### config.mk
export PLATFORM = sky130hd
export DESIGN_NAME = mac_stat_bank
export DESIGN_NICKNAME = d
export VERILOG_FILES = /design/src/rtl/mac_stat_pkg.sv /design/src/rtl/mac_stat_bin.sv /design/src/rtl/mac_stat_sat.sv /design/src/rtl/mac_stat_total.sv /design/src/rtl/mac_stat_oct.sv /design/src/rtl/mac_stat_bank.sv
export SDC_FILE = /design/constraint.sdc
export NUM_CORES = 2
export LEC_CHECK = 0
export CORE_MARGIN = 2
export CORE_UTILIZATION = 30
export CTS_CLUSTER_SIZE = 12
export DETAILED_ROUTE_END_ITERATION = 7
export GPL_TIMING_DRIVEN = 0
export PLACE_DENSITY = 0.47
export SYNTH_ARGS = -nofsm -noshare
export SYNTH_HDL_FRONTEND = slang
export SYNTH_SLANG_ARGS = --single-unit
### constraint.sdc
create_clock -name clk -period 38.2 [get_ports clk]
set_input_delay 7.64 -clock clk [delete_from_list [all_inputs] [get_ports clk]]
set_output_delay 7.64 -clock clk [all_outputs]
set_load 0.05 [all_outputs]
### src/rtl/mac_stat_pkg.sv
package mac_stat_pkg;
  localparam int ADDR_W   = 5;
  localparam int NUM_BINS = 6;
  localparam int NUM_EVT  = 21;

  localparam int IX_RX_TOT  = 0;
  localparam int IX_TX_TOT  = 1;
  localparam int IX_RX_BC   = 2;
  localparam int IX_RX_MC   = 3;
  localparam int IX_TX_BC   = 4;
  localparam int IX_TX_MC   = 5;
  localparam int IX_RUNT    = 6;
  localparam int IX_OVR     = 7;
  localparam int IX_TSO     = 8;
  localparam int IX_RX_BIN0 = 9;
  localparam int IX_TX_BIN0 = IX_RX_BIN0 + NUM_BINS;
  localparam int IX_RX_GOOD = NUM_EVT;
  localparam int IX_TX_GOOD = NUM_EVT + 1;
  localparam int IX_RXO_LO  = NUM_EVT + 2;
  localparam int IX_RXO_HI  = NUM_EVT + 3;
  localparam int IX_TXO_LO  = NUM_EVT + 4;
  localparam int IX_TXO_HI  = NUM_EVT + 5;
  localparam int IX_RXG_LO  = NUM_EVT + 6;
  localparam int IX_RXG_HI  = NUM_EVT + 7;
  localparam int IX_TXG_LO  = NUM_EVT + 8;
  localparam int IX_TXG_HI  = NUM_EVT + 9;
endpackage

### src/rtl/mac_stat_bin.sv
module mac_stat_bin
  import mac_stat_pkg::*;
#(
  parameter int LEN_W = 16
) (
  input  logic [LEN_W-1:0]    len_i,
  output logic [NUM_BINS-1:0] hit_o
);
  always_comb begin
    hit_o = '0;
    if (len_i > LEN_W'(1023))      hit_o[5] = 1'b1;
    else if (len_i > LEN_W'(511))  hit_o[4] = 1'b1;
    else if (len_i > LEN_W'(255))  hit_o[3] = 1'b1;
    else if (len_i > LEN_W'(127))  hit_o[2] = 1'b1;
    else if (len_i > LEN_W'(64))   hit_o[1] = 1'b1;
    else if (len_i == LEN_W'(64))  hit_o[0] = 1'b1;
  end
endmodule

### src/rtl/mac_stat_sat.sv
module mac_stat_sat #(
  parameter int CNT_W = 32
) (
  input  logic             clk,
  input  logic             rst_n,
  input  logic             inc_i,
  input  logic             clr_i,
  output logic [CNT_W-1:0] cnt_o
);
  logic [CNT_W-1:0] cnt_q, base, cnt_d;
  logic             cnt_en;

  always_comb begin
    base   = clr_i ? '0 : cnt_q;
    cnt_d  = base;
    if (inc_i && (base != {CNT_W{1'b1}})) cnt_d = base + 1'b1;
    cnt_en = inc_i | clr_i;
  end

  always_ff @(posedge clk or negedge rst_n) begin
    if (!rst_n)      cnt_q <= '0;
    else if (cnt_en) cnt_q <= cnt_d;
  end

  assign cnt_o = cnt_q;
endmodule

### src/rtl/mac_stat_total.sv
module mac_stat_total #(
  parameter int CNT_W = 32
) (
  input  logic             clk,
  input  logic             rst_n,
  input  logic             inc_i,
  input  logic             clr_i,
  input  logic             mclr_i,
  output logic [CNT_W-1:0] cnt_o,
  output logic [CNT_W-1:0] mir_o
);
  logic [CNT_W-1:0] cnt_q, mir_q, base, cnt_d, mir_d;
  logic             cnt_en, mir_en;

  always_comb begin
    base   = clr_i ? '0 : cnt_q;
    cnt_d  = base;
    if (inc_i && (base != {CNT_W{1'b1}})) cnt_d = base + 1'b1;
    cnt_en = inc_i | clr_i;
    mir_d  = inc_i ? cnt_d : '0;
    mir_en = inc_i | mclr_i;
  end

  always_ff @(posedge clk or negedge rst_n) begin
    if (!rst_n) begin
      cnt_q <= '0;
      mir_q <= '0;
    end else begin
      if (cnt_en) cnt_q <= cnt_d;
      if (mir_en) mir_q <= mir_d;
    end
  end

  assign cnt_o = cnt_q;
  assign mir_o = mir_q;
endmodule

### src/rtl/mac_stat_oct.sv
module mac_stat_oct #(
  parameter int CNT_W = 32,
  parameter int ADD_W = 17
) (
  input  logic               clk,
  input  logic               rst_n,
  input  logic               add_en_i,
  input  logic [ADD_W-1:0]   add_i,
  input  logic               clr_i,
  input  logic               mclr_i,
  output logic [2*CNT_W-1:0] sum_o,
  output logic [2*CNT_W-1:0] mir_o
);
  localparam int SW = 2 * CNT_W;

  logic [SW-1:0] sum_q, mir_q, base, sum_d, mir_d;
  logic [SW:0]   wide, add_ext;
  logic          sum_en, mir_en;

  always_comb begin
    add_ext = {{(SW + 1 - ADD_W){1'b0}}, add_i};
    base    = clr_i ? '0 : sum_q;
    wide    = {1'b0, base} + add_ext;
    sum_d   = base;
    if (add_en_i) sum_d = wide[SW] ? {SW{1'b1}} : wide[SW-1:0];
    sum_en  = add_en_i | clr_i;
    mir_d   = add_en_i ? sum_d : '0;
    mir_en  = add_en_i | mclr_i;
  end

  always_ff @(posedge clk or negedge rst_n) begin
    if (!rst_n) begin
      sum_q <= '0;
      mir_q <= '0;
    end else begin
      if (sum_en) sum_q <= sum_d;
      if (mir_en) mir_q <= mir_d;
    end
  end

  assign sum_o = sum_q;
  assign mir_o = mir_q;
endmodule

### src/rtl/mac_stat_bank.sv
module mac_stat_bank
  import mac_stat_pkg::*;
#(
  parameter int CNT_W = 32,
  parameter int LEN_W = 16
) (
  input  logic              clk,
  input  logic              rst_n,
  input  logic              tx_evt,
  input  logic [LEN_W-1:0]  tx_len,
  input  logic [47:0]       tx_da,
  input  logic              tx_tso_last,
  input  logic              tx_tso_cont,
  input  logic              rx_evt,
  input  logic [LEN_W-1:0]  rx_len,
  input  logic              rx_bcast,
  input  logic              rx_mcast,
  input  logic              rx_runt,
  input  logic              rx_ovr_drop,
  input  logic              rd_en,
  input  logic [ADDR_W-1:0] rd_addr,
  output logic [CNT_W-1:0]  rd_data
);
  localparam int ADD_W = LEN_W + 1;
  localparam int SW    = 2 * CNT_W;

  logic                rst_meta, rst_n_int;
  logic [NUM_BINS-1:0] rx_hit, tx_hit;
  logic [NUM_EVT-1:0]  inc, clr;
  logic [CNT_W-1:0]    cnt  [NUM_EVT];
  logic [CNT_W-1:0]    good [2];
  logic                tx_bc, tx_mc;
  logic [ADD_W-1:0]    rx_add, tx_add;
  logic [SW-1:0]       rxo, txo, rxg, txg;
  logic [CNT_W-1:0]    rd_val;

  // reset: asserted asynchronously, released on a clock edge
  always_ff @(posedge clk or negedge rst_n) begin
    if (!rst_n) {rst_n_int, rst_meta} <= 2'b00;
    else        {rst_n_int, rst_meta} <= {rst_meta, 1'b1};
  end

  mac_stat_bin #(.LEN_W(LEN_W)) u_rx_bin (.len_i(rx_len), .hit_o(rx_hit));
  mac_stat_bin #(.LEN_W(LEN_W)) u_tx_bin (.len_i(tx_len), .hit_o(tx_hit));

  assign tx_bc = &tx_da;
  assign tx_mc = !tx_bc && tx_da[40];

  always_comb begin
    inc                           = '0;
    inc[IX_RX_TOT]                = rx_evt;
    inc[IX_TX_TOT]                = tx_evt;
    inc[IX_RX_BC]                 = rx_evt & rx_bcast;
    inc[IX_RX_MC]                 = rx_evt & rx_mcast;
    inc[IX_TX_BC]                 = tx_evt & tx_bc;
    inc[IX_TX_MC]                 = tx_evt & tx_mc;
    inc[IX_RUNT]                  = rx_evt & rx_runt;
    inc[IX_OVR]                   = rx_ovr_drop;
    inc[IX_TSO]                   = tx_evt & tx_tso_last & tx_tso_cont;
    inc[IX_RX_BIN0 +: NUM_BINS]   = rx_evt ? rx_hit : '0;
    inc[IX_TX_BIN0 +: NUM_BINS]   = tx_evt ? tx_hit : '0;
  end

  for (genvar i = 0; i < NUM_EVT; i++) begin : g_evt
    assign clr[i] = rd_en && (rd_addr == ADDR_W'(i));
    if (i == IX_RX_TOT || i == IX_TX_TOT) begin : g_tot
      mac_stat_total #(.CNT_W(CNT_W)) u_tot (
        .clk    (clk),
        .rst_n  (rst_n_int),
        .inc_i  (inc[i]),
        .clr_i  (clr[i]),
        .mclr_i (rd_en && (rd_addr == ADDR_W'(IX_RX_GOOD + i))),
        .cnt_o  (cnt[i]),
        .mir_o  (good[i])
      );
    end else begin : g_plain
      mac_stat_sat #(.CNT_W(CNT_W)) u_cnt (
        .clk   (clk),
        .rst_n (rst_n_int),
        .inc_i (inc[i]),
        .clr_i (clr[i]),
        .cnt_o (cnt[i])
      );
    end
  end

  assign rx_add = {1'b0, rx_len} + ADD_W'(4);
  assign tx_add = {1'b0, tx_len};

  mac_stat_oct #(.CNT_W(CNT_W), .ADD_W(ADD_W)) u_rx_oct (
    .clk      (clk),
    .rst_n    (rst_n_int),
    .add_en_i (rx_evt),
    .add_i    (rx_add),
    .clr_i    (rd_en && (rd_addr == ADDR_W'(IX_RXO_HI))),
    .mclr_i   (rd_en && (rd_addr == ADDR_W'(IX_RXG_HI))),
    .sum_o    (rxo),
    .mir_o    (rxg)
  );

  mac_stat_oct #(.CNT_W(CNT_W), .ADD_W(ADD_W)) u_tx_oct (
    .clk      (clk),
    .rst_n    (rst_n_int),
    .add_en_i (tx_evt),
    .add_i    (tx_add),
    .clr_i    (rd_en && (rd_addr == ADDR_W'(IX_TXO_HI))),
    .mclr_i   (rd_en && (rd_addr == ADDR_W'(IX_TXG_HI))),
    .sum_o    (txo),
    .mir_o    (txg)
  );

  always_comb begin
    rd_val = '0;
    if (int'(rd_addr) < NUM_EVT) begin
      rd_val = cnt[rd_addr];
    end else begin
      case (int'(rd_addr))
        IX_RX_GOOD: rd_val = good[0];
        IX_TX_GOOD: rd_val = good[1];
        IX_RXO_LO:  rd_val = rxo[CNT_W-1:0];
        IX_RXO_HI:  rd_val = rxo[SW-1:CNT_W];
        IX_TXO_LO:  rd_val = txo[CNT_W-1:0];
        IX_TXO_HI:  rd_val = txo[SW-1:CNT_W];
        IX_RXG_LO:  rd_val = rxg[CNT_W-1:0];
        IX_RXG_HI:  rd_val = rxg[SW-1:CNT_W];
        IX_TXG_LO:  rd_val = txg[CNT_W-1:0];
        IX_TXG_HI:  rd_val = txg[SW-1:CNT_W];
        default:    rd_val = '0;
      endcase
    end
  end

  always_ff @(posedge clk or negedge rst_n_int) begin
    if (!rst_n_int)  rd_data <= '0;
    else if (rd_en)  rd_data <= rd_val;
  end
endmodule

======== Yosys cells after proc, flatten, opt, wreduce, memory -nomap -nowiden ========
Index checks and enable logic that the tools add are counted.
cells by class
  add/sub/neg operators ................... 24
  multipliers ............................. 0
  div/mod/pow operators ................... 0
  $lt $le $gt $ge ......................... 12
  equality and inequality tests ........... 53
  shifts and indexed selects .............. 0
  multiplexer cells ....................... 81
  bitwise logic cells ..................... 35
  reductions and logical operators ........ 52
operators with widths
  operator                                                                           count
  32-bit 2-to-1 mux                                                                  47
  32-bit by 1-bit adder with 32-bit output, second input constant                    21
  32-bit inequality test, second input constant                                      21
  64-bit 2-to-1 mux                                                                  8
  32-bit case mux with 10 select lines                                               1
  32-bit binary-select mux with 5-bit select                                         1
  5-bit equality test, second input constant                                         15
  64-bit by 16-bit adder with 65-bit output                                          1
  64-bit by 17-bit adder with 65-bit output                                          1
  16-bit by 7-bit greater-than comparator with 1-bit output, second input constant   4
  1-bit logical AND                                                                  49
  48-bit AND reduction                                                               1
  5-bit by 4-bit equality test with 1-bit output, second input constant              8
  16-bit by 7-bit equality test with 1-bit output, second input constant             2
  16-bit by 10-bit greater-than comparator with 1-bit output, second input constant  2
  16-bit by 8-bit greater-than comparator with 1-bit output, second input constant   2
  16-bit by 9-bit greater-than comparator with 1-bit output, second input constant   2
  1-bit OR                                                                           27
  5-bit by 3-bit equality test with 1-bit output, second input constant              4
  16-bit by 3-bit adder with 17-bit output, second input constant                    1
  1-bit 2-to-1 mux                                                                   14
  6-bit 2-to-1 mux                                                                   2
  5-bit by 2-bit equality test with 1-bit output, second input constant              2
  5-bit 2-to-1 mux                                                                   2
  other kinds (10)                                                                   19
storage, ports and cells
  register bits ........................... 1026
  latch bits .............................. 0
  memory bits (writable) .................. 0
  bits in read-only memories .............. 0
  logic and storage cells ................. 287
  memories ................................ 0

======== Depth between registers and ports, before layout ========
  word-level depth ........................ 10
  gate-level depth with buffers ........... 23
  mapped depth without buffers ............ 14

======== Hierarchy ========
From an unflattened synthesis, not the netlist that was laid out.
second synthesis, totals
  cells, all modules ...................... 7251
  area total of the unflattened synthesis .. 67095.6 um^2
by module, submodules not included
  module                                  times used  cells each  area an instance (um^2)
  mac_stat_sat                            19          198         1830.5
  mac_stat_bank                           1           940         8974.9
  mac_stat_oct at u_tx_oct                1           920         8180.3
  mac_stat_oct at u_rx_oct                1           922         8096.5
  mac_stat_total at g_evt[1].g_tot.u_tot  1           387         3642.2
  mac_stat_total at g_evt[0].g_tot.u_tot  1           290         3221.8
  mac_stat_bin                            2           15          100.1

======== Least setup slack after synthesis ========
OpenSTA, ideal clock, no wires.
  path type ............................... input port to flip-flop
  start point ............................. in rd_addr[3]
  end point ............................... reg u_rx_oct.mir_q[54] (netlist: u_rx_oct.mir_o[54])
  arrival time ............................ 12109 ps
  required time ........................... 38074 ps
  setup slack ............................. 25965 ps
  stages .................................. 20
  buffers on the path ..................... 7
  cells stage by stage .................... clkbuf_1 and4b_1 buf_6 nand2_1 clkbuf_1 clkbuf_1 clkbuf_1 clkbuf_1 and2_1 ha_1 ha_1 clkbuf_1 and4_1 nand2_1 nor4_1 o31ai_2 nor4_2 nand3_1 xnor2_1 a221o_1
between the ends
  cells in the longest elaborated chain, start to end .. 7
ends and longest elaborated chain
  what                                       line                 RTL
  start: declaration                         mac_stat_bank.sv:21  input logic [ADDR_W-1:0] rd_addr,
  5-bit equality test                        mac_stat_bank.sv:95  .clr_i (rd_en && (rd_addr == ADDR_W'(IX_RXO_HI))),
  1-bit logical AND                          mac_stat_bank.sv:95
  64-bit 2-to-1 mux                          mac_stat_oct.sv:22   base = clr_i ? '0 : sum_q;
  64-bit by 17-bit adder with 65-bit output  mac_stat_oct.sv:23   wide = {1'b0, base} + add_ext;
  64-bit 2-to-1 mux (2 in a row)             mac_stat_oct.sv:25   if (add_en_i) sum_d = wide[SW] ? {SW{1'b1}} : wide[SW-1:0];
  64-bit 2-to-1 mux                          mac_stat_oct.sv:27   mir_d = add_en_i ? sum_d : '0;
  end signal: assignment                     mac_stat_oct.sv:37   if (mir_en) mir_q <= mir_d;
  end: declaration                           mac_stat_oct.sv:16   logic [SW-1:0] sum_q, mir_q, base, sum_d, mir_d;
Parallel ways exist; a longest one is shown, timed or not.
A chain may end at the register's enable or synchronous reset.

======== Worst setup path after layout ========
  start point ............................. in rd_addr[2]
  end point ............................... reg u_rx_oct.mir_q[4] (netlist: u_rx_oct.mir_o[4])
Same word-level chain as after synthesis.

==> flow_summary.toml <==
[clock_tree]
path_clk_slew_ns = 0.06
cts_root_buf = "clkbuf_16"
cts_tree = "done"
clock_sinks = 1026
cts_setup_buffers = 0
cts-htree-levels = 4
cts_hold_buffers = 0
clockBufferDepth = 3
cts_buffers = 132
ctsResizeCount = 0
insertion_delay_ns = 0.81

[final_layout]
multi_input_area_sq_um = 32850
n_fill_cell = 20220
syn2layout_area_growth_pct = 15.94
nNetsFinal = 6809
drive_gt1_share_pct = 7.864
regArea_sq_um = 25680
post-route-util_pct = 34.92
final_cells = 9405

[sta]
slew_headroom_pct = -0.3217
rsz0062_at_grt = "false"
drv_slew = 1
clock_skew_ns = 0.04139
fmax_mhz = 67.39
setup_violations = 0
period_needed_ns = 14.84
period_share_pct = 38.85
final_hold_viol_count = 0
postLayoutSetupSlackWorst_ns = 23.36
worstMarginPinSlew_ns = 1.467

[global_routing]
grt-ovfl-total = 0
grt_max_degree = 66
grt_pass1_vias = 51690
antenna_found_initial = 10
grt_first_pass_wirelength_um = 382900
grt_util_all_layers_pct = 25.77

[worst_setup_path]
critPathLaunchType = "input pin"
rrSetupSlack_ns = 33.27
critPathKind = "input pin to flop"
crit_arrival_ns = 15.57
endpoint_kind = "flop"
rr_worst_depth = 12
r2r-end = "u_rx_oct.mir_o[4]"
worstPathRequired_ns = 38.93
worstPathMaxFanout = 10
rr_startpoint = "u_rx_oct.sum_o[10]"

[floorplanning]
die-height_um = 451.2
top_level_ports = 128
initial_core_util_pct = 30.11
rows = 164
fp.dieArea_sq_um = 203600
core_area_sq_um = 199200
die_x_um = 451.2

[place]
hpwl_um = 209300
dp_cells = 9163
io_buffers = 124
gp_congestion = 1.012
pre_cts_slack_ns = 22.77

[yosys]
synth_most_common_cell = "dfrtp_1"
synth_top_area_cell = "dfrtp_1"
ys_warn_count = 0
synth_cell_types = 94
yosys_register_bits = 1026
ys_top_cells_by_area = "dfrtp_1 43%, mux4_2 7.2%, xor2_1 5.9%"
synth_sequential_area_ratio_pct = 42.79
synth_flop_cell = "dfrtp_1"
synth_area_sq_um = 60000
async_flop_share_pct = 100.0
synth_enable_flop_cells = 0
synthTopCellsByCount = "1026 x dfrtp_1, 822 x nand2_1, 742 x nor2_1, 401 x xor2_1, 368 x nand3_1"
syn-num-nets = 6531
synthCells = 6364
avgSynthCellArea_sq_um = 9.428
synth_top_cell_area_share_pct = 42.79

[job]
maxCapViolCount = 1

[outcome]
status = "finished with violations"
violations = "max-capacitance violations, max-slew violations"

[hold_path]
hold_end = "rst_n_int"
hold_start = "rst_meta"
hold_class = "flop to flop"
holdPathStages = 0

[routing]
via_count = 53980
routed_wl_um = 266800
drc = 0
drt_pre_antenna_iters = 8
wl_per_cell_um = 28.37
drt-initial-drc-count = 6412
ant_nets = 0
vias_per_cell = 5.740

[pwr]
ir_drop_v = 0.00004439
leakagePower_uw = 0.02845
power_density_nw_per_um2 = 46.26
[routing by layer]
| layer | GRT usage (%) | part of all wire (%) |
|---|---|---|
| met5 | 0 | 0.0086 |
| met2 | 39.55 | 44 |
| met4 | 11.96 | 5.4 |
| met3 | 4.763 | 7.8 |
| met1 | 35.09 | 42 |
[metrics by stage]
step	area [sq um]	TNS, ns	power [uW]	hold slack (ns)
final	69570	0	3218	0.3504
after floorplan	60000	0	1643	0.3312
after CTS	69530	0	3227	0.3560
after detailed placement	65110	0	1919	0.3413
after global routing	69550	0	3339	0.3577
after global placement	64570	-8065.57	1911	0.3366
[final cells by class]
type,instances,area share (%)
antenna,9,0.03237
buffer,300,1.691
clock buffer,189,5.446
clock inverter,43,0.9137
inverter,87,0.4694
multi-input combinational,4951,47.21
sequential,1026,36.91
tap,2656,4.777
timing repair buffer,144,2.547
[worst max-delay path, stage by stage]
cell and delay [ns]:
clkdlybuf4s50_1 0.74, buf_6 0.21, and4b_1 0.21, buf_6 0.18, nand2_1 0.34, clkbuf_1 0.41
clkbuf_1 0.61, clkbuf_1 0.56, clkbuf_1 0.33, and2_1 0.24, ha_1 0.25, ha_1 0.27
clkbuf_1 0.29, and4_1 0.27, nand2_1 0.09, nand4bb_1 0.37, a311oi_4 0.69, nand3b_1 0.64
clkbuf_1 0.58, a21oi_1 0.50, a21o_1 0.13
[cells by family (layout without fill, tap and decap cells)]
family / count (synthesis) / count (layout) / share of synthesized area (%)
compound gates: 1044 / 1044 / 11.53
simple gates: 2916 / 2916 / 23.65
fa+ha+maj: 71 / 71 / 1.506
mux: 267 / 267 / 8.514
flops: 1026 / 1026 / 42.79
buf+inv: 387 / 763 / 2.488
other cells: 1 / 10 / 0.006250
xor+xnor: 652 / 652 / 9.517
[worst max-delay path by stage]
stage	to	start	cells after the start	slack (ns)
2_1_floorplan	g_evt[0].g_tot.u_tot.cnt_o[0]	rst_n_int	0	7.48
3_3_place_gp	g_evt[18].g_plain.u_cnt.cnt_o[18]	rst_n_int	0	-8.03
3_5_place_dp	u_rx_oct.mir_o[4]	rd_addr[2]	21	22.77
4_1_cts	u_rx_oct.mir_o[4]	rd_addr[2]	21	23.60
5_1_grt	u_rx_oct.mir_o[4]	rd_addr[2]	21	23.21
6_report	u_rx_oct.mir_o[4]	rd_addr[2]	21	23.36
[report_power, final]
part	internal (uW)	switching [uW]
registers	1170	155
clock network	763	540
logic	219	367
[flip-flops by register name, indices dropped and copies added (netlist names)]
name                       count
rst_meta                       1
u_rx_oct.sum_o                64
rst_n_int                      1
rd_data                       32
u_tx_oct.sum_o                64
u_rx_oct.mir_o                64
g_evt.g_tot.u_tot.cnt_o       64
g_evt.g_tot.u_tot.mir_o       64
g_evt.g_plain.u_cnt.cnt_o    608
u_tx_oct.mir_o                64
[layout by cell type, fill, tap and decap left out, drive strengths merged, types with 55 or more instances in the layout]
| cell type | n |
|---|---|
| a221oi | 55 |
| mux4 | 192 |
| inv | 94 |
| clkbuf | 438 |
| and2 | 127 |
| nor2 | 745 |
| xnor2 | 251 |
| clkdlybuf4s50 | 124 |
| dfrtp | 1026 |
| a21oi | 246 |
| and4 | 76 |
| nor3 | 139 |
| nand4 | 204 |
| a22o | 62 |
| nand3 | 368 |
| nor4 | 70 |
| o21ai | 319 |
| ha | 69 |
| and3 | 128 |
| nand2 | 822 |
| a22oi | 92 |
| buf | 71 |
| xor2 | 401 |
| or3 | 91 |
Note: power is estimated with default switching activity, not from simulation.
